$ cat src/rtl/fls_pkg.sv
package fls_pkg;
  typedef enum logic [1:0] {
    LIST_IDLE     = 2'd0,
    LIST_PERIODIC = 2'd1,
    LIST_CONTROL  = 2'd2,
    LIST_BULK     = 2'd3
  } listSel_e;

  localparam int NP_LISTS = 2;
  localparam int NP_CTRL  = 0;
  localparam int NP_BULK  = 1;

  typedef struct packed {
    logic                latchShadow;
    logic                ctrlCount;
    logic                ratioClear;
    logic [NP_LISTS-1:0] exhaust;
  } dpStrobe_t;
endpackage

$ cat src/rtl/fls_datapath.sv
module fls_datapath
  import fls_pkg::*;
#(
  parameter int RATIO_W = 2
) (
  input  logic               clk,
  input  logic               rstN,
  input  dpStrobe_t          strobe,
  input  logic               enPeriodic,
  input  logic               enIso,
  input  logic               enControl,
  input  logic               enBulk,
  input  logic [RATIO_W-1:0] svcRatio,
  output logic               periodicGo,
  output logic               isoAllowed,
  output logic               ctrlAvailNext,
  output logic               bulkAvailNext,
  output logic               preferBulkNext,
  output logic               ctrlAvailNow,
  output logic               bulkAvailNow
);
  localparam int CNT_W = RATIO_W + 1;
  localparam logic [CNT_W-1:0] CNT_MAX = CNT_W'(1) << RATIO_W;

  logic isoSh, isoShNext;
  logic [NP_LISTS-1:0] npSh, npShNext, rawNp;
  logic [NP_LISTS-1:0] exhNow, exhNext;
  logic [CNT_W-1:0] cnt, cntNext;

  assign rawNp[NP_CTRL] = enControl;
  assign rawNp[NP_BULK] = enBulk;

  assign isoShNext = strobe.latchShadow ? enIso : isoSh;
  assign periodicGo = strobe.latchShadow & enPeriodic;

  genvar gi;
  generate
    for (gi = 0; gi < NP_LISTS; gi++) begin : g_np
      always_comb begin
        npShNext[gi] = strobe.latchShadow ? rawNp[gi] : npSh[gi];
        if (strobe.latchShadow)     exhNext[gi] = 1'b0;
        else if (strobe.exhaust[gi]) exhNext[gi] = 1'b1;
        else                         exhNext[gi] = exhNow[gi];
      end

      always_ff @(posedge clk) begin
        if (!rstN) begin
          npSh[gi]   <= 1'b0;
          exhNow[gi] <= 1'b0;
        end else begin
          npSh[gi]   <= npShNext[gi];
          exhNow[gi] <= exhNext[gi];
        end
      end
    end
  endgenerate

  always_comb begin
    cntNext = cnt;
    if (strobe.ratioClear)
      cntNext = '0;
    else if (strobe.ctrlCount && cnt != CNT_MAX)
      cntNext = cnt + CNT_W'(1);
  end

  always_ff @(posedge clk) begin
    if (!rstN) begin
      isoSh <= 1'b0;
      cnt   <= '0;
    end else begin
      isoSh <= isoShNext;
      cnt   <= cntNext;
    end
  end

  assign isoAllowed     = isoSh;
  assign ctrlAvailNext  = npShNext[NP_CTRL] & ~exhNext[NP_CTRL];
  assign bulkAvailNext  = npShNext[NP_BULK] & ~exhNext[NP_BULK];
  assign preferBulkNext = cntNext > {1'b0, svcRatio};
  assign ctrlAvailNow   = npSh[NP_CTRL] & ~exhNow[NP_CTRL];
  assign bulkAvailNow   = npSh[NP_BULK] & ~exhNow[NP_BULK];

  // the count moves only on a control or bulk completion strobe
  a_r8_count_held: assert property (@(posedge clk) disable iff (!rstN)
    !(strobe.ctrlCount || strobe.ratioClear) |=> $stable(cnt));
  // the count never exceeds its saturation value
  a_r7_count_bound: assert property (@(posedge clk) disable iff (!rstN)
    cnt <= CNT_MAX);
  // a served bulk descriptor clears the count
  a_r6_bulk_clears: assert property (@(posedge clk) disable iff (!rstN)
    strobe.ratioClear |=> cnt == '0);
  // a shadow changes only at a latch strobe
  a_r5_shadow_frame: assert property (@(posedge clk) disable iff (!rstN)
    !strobe.latchShadow |=> $stable(npSh) && $stable(isoSh));
endmodule

$ cat src/rtl/fls_control.sv
module fls_control
  import fls_pkg::*;
(
  input  logic      clk,
  input  logic      rstN,
  input  logic      sofPulse,
  input  logic      eofPulse,
  input  logic      descFetched,
  input  logic      descIsIso,
  input  logic      descDone,
  input  logic      descNonEmpty,
  input  logic      listEnd,
  input  logic      periodicGo,
  input  logic      isoAllowed,
  input  logic      ctrlAvailNext,
  input  logic      bulkAvailNext,
  input  logic      preferBulkNext,
  input  logic      ctrlAvailNow,
  input  logic      bulkAvailNow,
  output dpStrobe_t strobe,
  output listSel_e  cur
);
  listSel_e nxt, npChoice;
  logic leavePeriodic;

  // Strobes depend only on state and inputs, never on the next-state choice
  always_comb begin
    strobe = '0;
    if (sofPulse) begin
      strobe.latchShadow = 1'b1;
    end else if (!eofPulse) begin
      unique case (cur)
        LIST_CONTROL: begin
          if (listEnd)       strobe.exhaust[NP_CTRL] = 1'b1;
          else if (descDone) strobe.ctrlCount = descNonEmpty;
        end
        LIST_BULK: begin
          if (listEnd)       strobe.exhaust[NP_BULK] = 1'b1;
          else if (descDone) strobe.ratioClear = 1'b1;
        end
        default: ;
      endcase
    end
  end

  always_comb begin
    if (ctrlAvailNext && bulkAvailNext)
      npChoice = preferBulkNext ? LIST_BULK : LIST_CONTROL;
    else if (ctrlAvailNext)
      npChoice = LIST_CONTROL;
    else if (bulkAvailNext)
      npChoice = LIST_BULK;
    else
      npChoice = LIST_IDLE;
  end

  assign leavePeriodic = listEnd || (descFetched && descIsIso && !isoAllowed);

  always_comb begin
    nxt = cur;
    if (sofPulse) begin
      nxt = periodicGo ? LIST_PERIODIC : npChoice;
    end else if (eofPulse) begin
      nxt = LIST_IDLE;
    end else begin
      unique case (cur)
        LIST_PERIODIC: if (leavePeriodic) nxt = npChoice;
        LIST_CONTROL, LIST_BULK: if (listEnd || descDone) nxt = npChoice;
        default: nxt = cur;
      endcase
    end
  end

  always_ff @(posedge clk) begin
    if (!rstN) cur <= LIST_IDLE;
    else       cur <= nxt;
  end

  // end of frame without a new start returns to idle
  a_r10_eof_idle: assert property (@(posedge clk) disable iff (!rstN)
    (eofPulse && !sofPulse) |=> cur == LIST_IDLE);
  // start of frame with periodic enabled enters periodic
  a_r2_sof_periodic: assert property (@(posedge clk) disable iff (!rstN)
    periodicGo |=> cur == LIST_PERIODIC);
  // periodic is only ever entered at start of frame
  a_r5_periodic_at_sof: assert property (@(posedge clk) disable iff (!rstN)
    (cur != LIST_PERIODIC && !sofPulse) |=> cur != LIST_PERIODIC);
  // a nonperiodic list is selected only while it is available
  a_r9_ctrl_avail: assert property (@(posedge clk) disable iff (!rstN)
    cur == LIST_CONTROL |-> ctrlAvailNow);
  a_r9_bulk_avail: assert property (@(posedge clk) disable iff (!rstN)
    cur == LIST_BULK |-> bulkAvailNow);
endmodule

$ cat src/rtl/frame_list_sched.sv
module frame_list_sched
  import fls_pkg::*;
#(
  parameter int RATIO_W = 2
) (
  input  logic               clk,
  input  logic               rstN,
  input  logic               sofPulse,
  input  logic               eofPulse,
  input  logic               enPeriodic,
  input  logic               enIso,
  input  logic               enControl,
  input  logic               enBulk,
  input  logic [RATIO_W-1:0] svcRatio,
  input  logic               descFetched,
  input  logic               descIsIso,
  input  logic               descDone,
  input  logic               descNonEmpty,
  input  logic               listEnd,
  output logic [1:0]         listSel
);
  dpStrobe_t strobe;
  listSel_e  cur;
  logic periodicGo, isoAllowed, ctrlAvailNext, bulkAvailNext;
  logic preferBulkNext, ctrlAvailNow, bulkAvailNow;

  fls_datapath #(.RATIO_W(RATIO_W)) i_dp (
    .clk(clk), .rstN(rstN), .strobe(strobe),
    .enPeriodic(enPeriodic), .enIso(enIso), .enControl(enControl), .enBulk(enBulk),
    .svcRatio(svcRatio), .periodicGo(periodicGo), .isoAllowed(isoAllowed),
    .ctrlAvailNext(ctrlAvailNext), .bulkAvailNext(bulkAvailNext),
    .preferBulkNext(preferBulkNext), .ctrlAvailNow(ctrlAvailNow),
    .bulkAvailNow(bulkAvailNow)
  );

  fls_control i_ctl (
    .clk(clk), .rstN(rstN), .sofPulse(sofPulse), .eofPulse(eofPulse),
    .descFetched(descFetched), .descIsIso(descIsIso), .descDone(descDone),
    .descNonEmpty(descNonEmpty), .listEnd(listEnd), .periodicGo(periodicGo),
    .isoAllowed(isoAllowed), .ctrlAvailNext(ctrlAvailNext),
    .bulkAvailNext(bulkAvailNext), .preferBulkNext(preferBulkNext),
    .ctrlAvailNow(ctrlAvailNow), .bulkAvailNow(bulkAvailNow),
    .strobe(strobe), .cur(cur)
  );

  assign listSel = cur;
endmodule

$ cat config.mk
export PLATFORM = sky130hd
export DESIGN_NAME = frame_list_sched
export DESIGN_NICKNAME = d
export VERILOG_FILES = /design/src/rtl/fls_pkg.sv /design/src/rtl/fls_datapath.sv /design/src/rtl/fls_control.sv /design/src/rtl/frame_list_sched.sv
export SDC_FILE = /design/constraint.sdc
export NUM_CORES = 1
export LEC_CHECK = 0
export BUFFER_PORTS_ARGS = -buffer_cell sky130_fd_sc_hd__buf_2
export CAP_MARGIN = 30
export CORE_AREA = 2 2 39 41
export CTS_CLUSTER_SIZE = 10
export DETAILED_ROUTE_END_ITERATION = 10
export DIE_AREA = 0 0 41 43
export PLACE_DENSITY = 0.82
export SLEW_MARGIN = 20
export SYNTH_ARGS = -nofsm -noshare
export SYNTH_HDL_FRONTEND = slang
export SYNTH_SLANG_ARGS = --single-unit
$ cat constraint.sdc
create_clock -name clk -period 4 [get_ports clk]
set_input_delay 0.8 -clock clk [delete_from_list [all_inputs] [get_ports clk]]
set_output_delay 0.8 -clock clk [all_outputs]
set_load 0.01 [all_outputs]
# After elaboration in Yosys (flattened, before gate mapping)
# Index checks and enable logic that the tools add are counted.
# Widths: inputs -> output; s select.
# word_totals
ff_bits	10
inputBits	15
out_inout_bits	2
word_cells	59
# classes
addsub	1
order_cmp	1
n_eq_ne	6
muxes	29
bitwise_logic	5
reduce_logical	10
# op_table
cell	n
$mux 2	9
$mux 1	15
$mux 4	2
$ne 4x3->1 const B	2
$mux 3	2
$eq 2x2->1 const B	2
$logic_and 1x1->1	4
$pmux 2 s2	1
$reduce_bool 4->1	1
$add 3x1->3 const B	1
$and 1x1->1	3
$gt 3x2->1	1
$ne 3x3->1 const B	1
$reduce_and 3->1	1
$eq 2x1->1 const B	1
$logic_or 1x1->1	2
$not 1->1	2
$reduce_or 2->1	1
$logic_not 1->1	1

# Logic depth before layout (Yosys ltp)
# Gate-level depths: netlist of the first run.
# logic_depth
word_depth	16
depth_mapped	11
depth_no_buf	11

# Cells and area by module
# Synthesis of the first run repeated with hierarchy kept, for this count alone.
# hier_totals
cells_unflattened	75
area_unflattened_um2	656.9
# by_module_without_submodules
module	n_inst	cells_per_inst	area_each_um2	seq_area_each_um2
fls_datapath	1	48	441.7	160.2
fls_control	1	27	215.2	40.0

# Least setup slack after synthesis of the first run
# OpenSTA, ideal clock, no wires.
# synth_timing
path_type	input -> register
startpoint	input port sofPulse
endpoint	register i_ctl.cur[0]
setup_time_ns	0.129
arrival_time_ns	2.405
t_required_ns	3.871
slack_ns	1.465
stages	10
path_buffers	1
path_cell_list	buf_6 nor3b_4 and4_1 a22oi_1 o21ai_0 ha_1 nor2b_1 a2bb2oi_1 a221oi_2 o32ai_2
# synth_via
elab_cells_between_ends	32
classes_between	order compare: 1; eq/ne: 2; mux: 20; bitwise: 5; reduce/logical: 4
# synth_rtl
item	line	source
from (decl)	frame_list_sched.sv:8	input logic sofPulse,
$mux 4 *	fls_control.sv:29	if (sofPulse) begin
$logic_and 1x1->1	fls_datapath.sv:62	else if (strobe.ctrlCount && cnt != CNT_MAX)
$mux 3	fls_datapath.sv:62	
$mux 3 *	fls_datapath.sv:60	if (strobe.ratioClear)
via i_dp.cntNext[1]	fls_datapath.sv:28	logic [CNT_W-1:0] cnt, cntNext;
$gt 3x2->1 *	fls_datapath.sv:79	assign preferBulkNext = cntNext > {1'b0, svcRatio};
$mux 1 *	fls_control.sv:48	npChoice = preferBulkNext ? LIST_BULK : LIST_CONTROL;
$mux 2 *	fls_control.sv:47	if (ctrlAvailNext && bulkAvailNext)
$mux 2 (on tied branches)	fls_control.sv:68, fls_control.sv:67	
$pmux 2 s2	fls_control.sv:66	unique case (cur)
$mux 2	fls_control.sv:63	end else if (eofPulse) begin
$mux 2 *	fls_control.sv:61	if (sofPulse) begin
to (signal assigned)	fls_control.sv:76	else cur <= nxt;
to (decl)	fls_control.sv:21	output listSel_e cur
# Mark *: on every way through the listed nets, which the timed path passes. The rest lies on a longest branch. The select of a mux whose other input is x is not followed.
# A chain may end at the register's enable or synchronous reset.

# Final worst setup path of the first run
# Same ends and word-level chain as after synthesis.

==> impl_metrics.py, run 1 <==
metrics = {
    "cells_and_area": {
        "fin_cells": 114,
        "area_growth_pct": 18.7,
        "drive_gt1_share_pct": 23.5,
        "nets": 118,
        "fin_util_pct": 57.5,
        "layout_commonest_cell": "buf_2",
        "final_cell_mix": "buf_2 (16), nand2_1 (10), dfxtp_1 (10), nor2_1 (7)",
        "diodes": 0,
    },
    "floorplan": {
        "die_w_um": 41,
        "coreArea_um2": 1380,
        "ios": 17,
        "initial_utilization_pct": 48.5,
        "dieHeight_um": 43,
        "num_rows": 14,
        "fp.dieArea_um2": 1760,
    },
    "global_routing": {
        "gr-max-usage-layer": "met2",
        "antenna_found_initial": 0,
        "met1_usage_pct": 21.6,
        "grt_max_degree": 11,
        "grt.total_usage_pct": 17.8,
        "grt_use_met3_pct": 3.14,
        "use_met2_pct": 27.8,
        "grt_pass1_vias": 544,
        "grt_overflow_total": 0,
        "grt_pass1_wl_um": 2090,
    },
    "sta": {
        "clock_skew_ns": 0.00152,
        "hold_viol_final": 0,
        "tightest_slew_ns": 0.411,
        "slew_viol_final": 0,
        "finalCritPeriodShare_pct": 63.5,
        "rsz0062_at_grt": "false",
        "setup_violations": 0,
        "fin_crit_ns": 2.54,
        "slew_headroom_pct": 72.3,
        "fin_tns_setup_ns": 0,
        "fin_ws_ns": 1.46,
        "max_freq_ghz": 0.393,
    },
    "yosys": {
        "synth_cell_types": 32,
        "seq_area_frac_synth_pct": 29.9,
        "ys_warn_count": 0,
        "synthArstFlopShare_pct": 0,
        "avgSynthCellArea_um2": 8.49,
        "synthCells": 79,
        "synth_nets": 98,
        "syn_area_um2": 671,
        "ys.flop_type": "dfxtp_1",
        "ys_ff_latch": 10,
        "synth_edf_count": 0,
    },
    "pwr": {
        "total_power_uw": 230,
        "p_clk_share_pct": 38.2,
        "p_int_uw": 175,
        "power.density_nw_per_um2": 289,
        "p_comb_share_pct": 15.7,
        "p_leak_uw": 0.000362,
        "p_sw_share_pct": 24.0,
        "p_seq_share_pct": 46.1,
        "peakVddDrop_uv": 189,
        "p_switching_uw": 55.2,
    },
    "critical_path": {
        "r2r_cells": 9,
        "worstPathMaxFanout": 10,
        "start_kind": "primary input",
        "rrSetupSlack_ns": 1.74,
        "critPathKind": "in2reg",
        "cp_data_required_time_ns": 4.14,
        "r2r_start": "i_ctl.cur[1]$_SDFFE_PN0P_",
        "rr_endpoint": "i_ctl.cur[0]$_SDFFE_PN0P_",
        "crit_path_end_kind": "register",
        "crit_arrival_ns": 2.68,
    },
    "clock_network": {
        "cts_max_level": 1,
        "hold_buffers": 0,
        "cts_num_sinks": 10,
        "cts_made_buffers": 3,
        "cts-root-buf": "clkbuf_4",
        "path_clk_slew_ns": 0.06,
        "cts_setup_buffers": 0,
        "cts_tree": "built",
        "cts_max_path_buffers": 2,
        "clk_latency_ns": 0.26,
        "cts_resized": 0,
    },
    "route": {
        "via_per_inst": 5.68,
        "dr.pass1.iters": 5,
        "wl_per_cell_um": 12.2,
        "drt_wl_total_um": 1390,
        "drtAntennaViolNets": 0,
        "drt_iter0_drc": 18,
        "drc": 0,
        "vias": 648,
    },
    "place": {
        "port_buffers": 16,
        "hpwlAfterDp_um": 1120,
        "place_inst": 110,
        "gp_congestion": 0.844,
        "dp_slack_ns": 1.20,
    },
    "worst_hold_path": {
        "hold_end": "i_dp.exhNow[0]$_SDFF_PN0_",
        "worstHoldPathCells": 2,
        "min_from": "i_dp.exhNow[0]$_SDFF_PN0_",
        "hold_path_class": "reg2reg",
    },
    "outcome": {
        "status": "complete, no violations",
    },
    "run": {
        "timing.max_cap.violations": 0,
    },
}
-- registers in the layout, summed over array words and instances, names as in the netlist --
name and flops:
i_ctl.cur 2, i_dp.cnt 3, i_dp.exhNow 2, i_dp.isoAllowed 1, i_dp.npSh 2
-- cell usage after synthesis (all sizes together), types with 2 or more instances --
| cell | number | area (um2) |
|---|---|---|
| dfxtp | 10 | 200 |
| nand2 | 10 | 37.5 |
| nor2 | 7 | 26.3 |
| a21oi | 5 | 25.0 |
| inv | 5 | 18.8 |
| ha | 4 | 50.1 |
| o21ai | 4 | 20.0 |
| a22oi | 3 | 22.5 |
| nand2b | 3 | 18.8 |
| nor2b | 3 | 18.8 |
| a221oi | 2 | 23.8 |
| a2bb2oi | 2 | 17.5 |
| and4b | 2 | 20.0 |
| mux2i | 2 | 20.0 |
| nand3 | 2 | 10.0 |
| nor3b | 2 | 26.3 |
-- metal layers --
layer  wire [um]  share of wire (%)  vias to the layer above
met5           0                  0                        -
met4          18                1.3                        0
met3          76                5.5                        2
met2         671                 48                       24
met1         626                 45                      285
li1            -                  -                      337
-- power by group through the flow --
stage / Clock, uW / Sequential (uW) / Combinational, uW
6_report: 87.9 / 106 / 36.1
5_1_grt: 100 / 107 / 39.9
4_1_cts: 92.4 / 106 / 35.8
3_5_place_dp: 0 / 108 / 35.6
3_3_place_gp: 0 / 108 / 34.8
2_1_floorplan: 0 / 108 / 22.2
-- cell type report --
cell class	instances	area, um2
Timing Repair Buffer	16	80.1
Multi-Input combinational cell	63	440
Fill cell	123	588
Sequential cell	10	200
Inverter	5	18.8
Tap cell	16	20.0
Clock buffer	4	36.3
-- cells by family after synthesis --
| logic type | after synthesis | synth area share (%) |
|---|---|---|
| compound gates | 21 | 23.7 |
| fa+ha+maj | 4 | 7.46 |
| buf+inv | 6 | 4.48 |
| flops | 10 | 29.9 |
| mux | 2 | 2.99 |
| simple gates | 36 | 31.5 |
-- worst max-delay path by stage --
stage | from | depth (start not counted) | to | slack [ns]
final | sofPulse | 10 | i_ctl.cur[0]$_SDFFE_PN0P_ | 1.46
after global placement | sofPulse | 10 | i_ctl.cur[0]$_SDFFE_PN0P_ | 1.31
after CTS | sofPulse | 10 | i_ctl.cur[0]$_SDFFE_PN0P_ | 1.47
after global routing | sofPulse | 10 | i_ctl.cur[0]$_SDFFE_PN0P_ | 1.34
after floorplan | sofPulse | 10 | i_ctl.cur[0]$_SDFFE_PN0P_ | 1.47
after detailed placement | sofPulse | 10 | i_ctl.cur[0]$_SDFFE_PN0P_ | 1.20
-- worst max-delay path: stages --
cell       delay (ns)
buf_2            0.17
nor3b_4          0.30
and4_1           0.26
a22oi_1          0.09
o21ai_0          0.21
ha_1             0.28
nor2b_1          0.13
a2bb2oi_1        0.13
a221oi_2         0.19
o32ai_2          0.12
-- stage by stage --
| step | cell area (um2) | hold slack [ns] |
|---|---|---|
| floorplan | 671 | 0.444 |
| global placement | 759 | 0.465 |
| detailed placement | 759 | 0.475 |
| CTS | 796 | 0.493 |
| global route | 796 | 0.519 |
| finish | 796 | 0.485 |
Power figures use the tool's default switching activity.
==> inputs of run 2 (changes only) <==
--- a/config.mk
+++ b/config.mk
@@ -7,10 +7,9 @@
 export LEC_CHECK = 0
 export BUFFER_PORTS_ARGS = -buffer_cell sky130_fd_sc_hd__buf_2
 export CAP_MARGIN = 30
-export CORE_AREA = 2 2 39 41
+export CORE_UTILIZATION = 50
 export CTS_CLUSTER_SIZE = 10
 export DETAILED_ROUTE_END_ITERATION = 10
-export DIE_AREA = 0 0 41 43
 export PLACE_DENSITY = 0.82
 export SLEW_MARGIN = 20
 export SYNTH_ARGS = -nofsm -noshare
==> constraint.sdc (replaced) <==
create_clock -name clk -period 2.5 [get_ports clk]
set_input_delay 0.5 -clock clk [delete_from_list [all_inputs] [get_ports clk]]
set_output_delay 0.5 -clock clk [all_outputs]
set_load 0.01 [all_outputs]
==> run 2 against run 1 <==
Against the previous run: cell area rose by 0.79%; sequential share of layout area fell by 0.20 points; critical endpoint unchanged; clock skew rose by 0.0072 ns; via count rose by 0.93%.
==> impl_metrics.py, run 2 (same netlist as run 1, synthesis figures left out) <==
metrics = {
    "pwr": {
        "power.density_nw_per_um2": 427,
        "p_leak_uw": 0.000370,
        "total_power_uw": 342,
        "peakVddDrop_uv": 245,
    },
    "clock_network": {
        "path_clk_slew_ns": 0.07,
        "cts-root-buf": "clkbuf_4",
        "clk_latency_ns": 0.27,
        "cts_num_sinks": 10,
        "cts_tree": "built",
        "cts_max_level": 1,
        "cts_max_path_buffers": 2,
        "hold_buffers": 0,
        "cts_resized": 0,
        "cts_made_buffers": 3,
        "cts_setup_buffers": 0,
    },
    "critical_path": {
        "crit_path_frequent_cell": "ha_1",
        "crit_path_end_kind": "register",
        "cpLargestDelayFamily": "compound AO/OA/AOI/OAI gates",
        "cp_data_required_time_ns": 2.69,
        "critPathSlowestCell": "dfxtp_1",
        "start_kind": "register",
        "worstPathMaxFanout": 4,
        "path_buf_inv": 1,
        "max_stage_delay_ns": 0.35,
        "critPathKind": "reg2reg",
        "crit_arrival_ns": 2.47,
        "crit_chain": "inv_1 > ha_1 > nand2_1 > and4_1 > a22oi_1 > o21ai_0 > ha_1 > nor2b_1 > a2bb2oi_1 > a221oi_2 > o32ai_2",
    },
    "cells_and_area": {
        "area_growth_pct": 19.6,
        "largest-register": "i_dp.cnt",
        "largest_reg_flops": 3,
        "n_fill_cell": 108,
        "multiInputGateArea_um2": 440,
        "fin_util_pct": 68.5,
        "final-seq-area_um2": 200,
        "diodes": 0,
        "final_cell_mix": "buf_2 (16), nand2_1 (10), dfxtp_1 (10), nor2_1 (7)",
        "nets": 121,
        "drive_gt1_share_pct": 25.0,
        "layout_commonest_cell": "buf_2",
    },
    "sta": {
        "slew_headroom_pct": 69.6,
        "fin_crit_ns": 2.28,
        "setup_violations": 0,
        "max_freq_ghz": 0.438,
        "tightest_slew_ns": 0.450,
        "finalCritPeriodShare_pct": 91.3,
        "fin_tns_setup_ns": 0,
        "hold_viol_final": 0,
        "slew_viol_final": 0,
        "rsz0062_at_grt": "false",
        "clock_skew_ns": 0.00874,
    },
    "global_routing": {
        "grt.total_usage_pct": 25.9,
        "grt_max_degree": 10,
        "use_met2_pct": 40.0,
        "grt_use_met3_pct": 6.36,
        "gr-max-usage-layer": "met2",
        "grt_overflow_total": 0,
        "grt_pass1_vias": 617,
        "met1_usage_pct": 33.9,
        "antenna_found_initial": 0,
        "grt_pass1_wl_um": 2610,
    },
    "route": {
        "drt_wl_total_um": 1620,
        "drc": 0,
        "drtAntennaViolNets": 0,
        "drt_iter0_drc": 25,
        "vias": 654,
        "via_per_inst": 5.74,
        "wl_per_cell_um": 14.2,
        "dr.pass1.iters": 4,
    },
    "floorplan": {
        "fp.dieArea_um2": 1490,
        "initial_utilization_pct": 57.3,
        "num_rows": 12,
        "ios": 17,
        "dieHeight_um": 38.6,
        "die_w_um": 38.6,
        "coreArea_um2": 1170,
    },
    "worst_hold_path": {
        "hold_path_class": "in2reg",
    },
    "place": {
        "hpwlAfterDp_um": 1260,
        "gp_congestion": 0.838,
        "port_buffers": 16,
    },
    "outcome": {
        "status": "complete, no violations",
    },
    "run": {
        "timing.max_cap.violations": 0,
    },
}
-- run 2: cell count changes in the layout (fill, tap and decap cells not counted), sizes merged --
cell | before | now
clkbuf | 4 | 3
buf | 16 | 19
-- run 2: per-stage QoR --
| stage | setup slack [ns] | hold WS (ns) | instance area, um2 | cells |
|---|---|---|---|---|
| 2_1_floorplan | 0.265 | 0.444 | 671 | 79 |
| 6_report | 0.217 | 0.477 | 802 | 114 |
| 3_3_place_gp | 0.237 | 0.465 | 779 | 111 |
| 5_1_grt | 0.0501 | 0.479 | 802 | 114 |
| 3_5_place_dp | 0.166 | 0.479 | 779 | 111 |
| 4_1_cts | 0.255 | 0.471 | 802 | 114 |
-- run 2: path summary, 6_finish.rpt --
| path | from | endpoint | slack, ns | cells past startpoint |
|---|---|---|---|---|
| min reg2reg | i_dp.exhNow[0]$_SDFF_PN0_ | i_dp.exhNow[0]$_SDFF_PN0_ | 0.49 | 2 |
| min | enIso | i_dp.isoAllowed$_SDFFE_PN0P_ | 0.48 | 3 |
| max reg2reg | i_dp.cnt[0]$_SDFF_PN0_ | i_ctl.cur[0]$_SDFFE_PN0P_ | 0.22 | 11 |
| max | i_dp.cnt[0]$_SDFF_PN0_ | i_ctl.cur[0]$_SDFFE_PN0P_ | 0.22 | 11 |
-- run 2: cell type report --
cell class	instances	share of cell area [%]
Multi-Input combinational cell	63	54.9
Sequential cell	10	25.0
Timing Repair Buffer	19	12.8
Clock buffer	3	2.81
Inverter	5	2.34
Tap cell	14	2.18
-- run 2: power by group --
part           leakage (uW)  switching, uW  internal, uW
Sequential        0.0000814           3.29           164
Combinational      0.000275           34.4          30.1
Clock             0.0000138           54.7          55.6
Total              0.000370           92.4           250
-- run 2: worst register-to-register path, cell delays in order (launching register included) --
cell and delay (ns):
dfxtp_1 0.35, inv_1 0.10, ha_1 0.17, nand2_1 0.06, and4_1 0.21, a22oi_1 0.22
o21ai_0 0.14, ha_1 0.30, nor2b_1 0.13, a2bb2oi_1 0.20, a221oi_2 0.06, o32ai_2 0.26
-- run 2: routing by layer --
metal	wire length, um	share of wire [%]	vias to the layer above
met5	0	0	-
met4	16	0.99	0
li1	-	-	339
met2	736	46	16
met1	803	50	295
met3	60	3.7	4
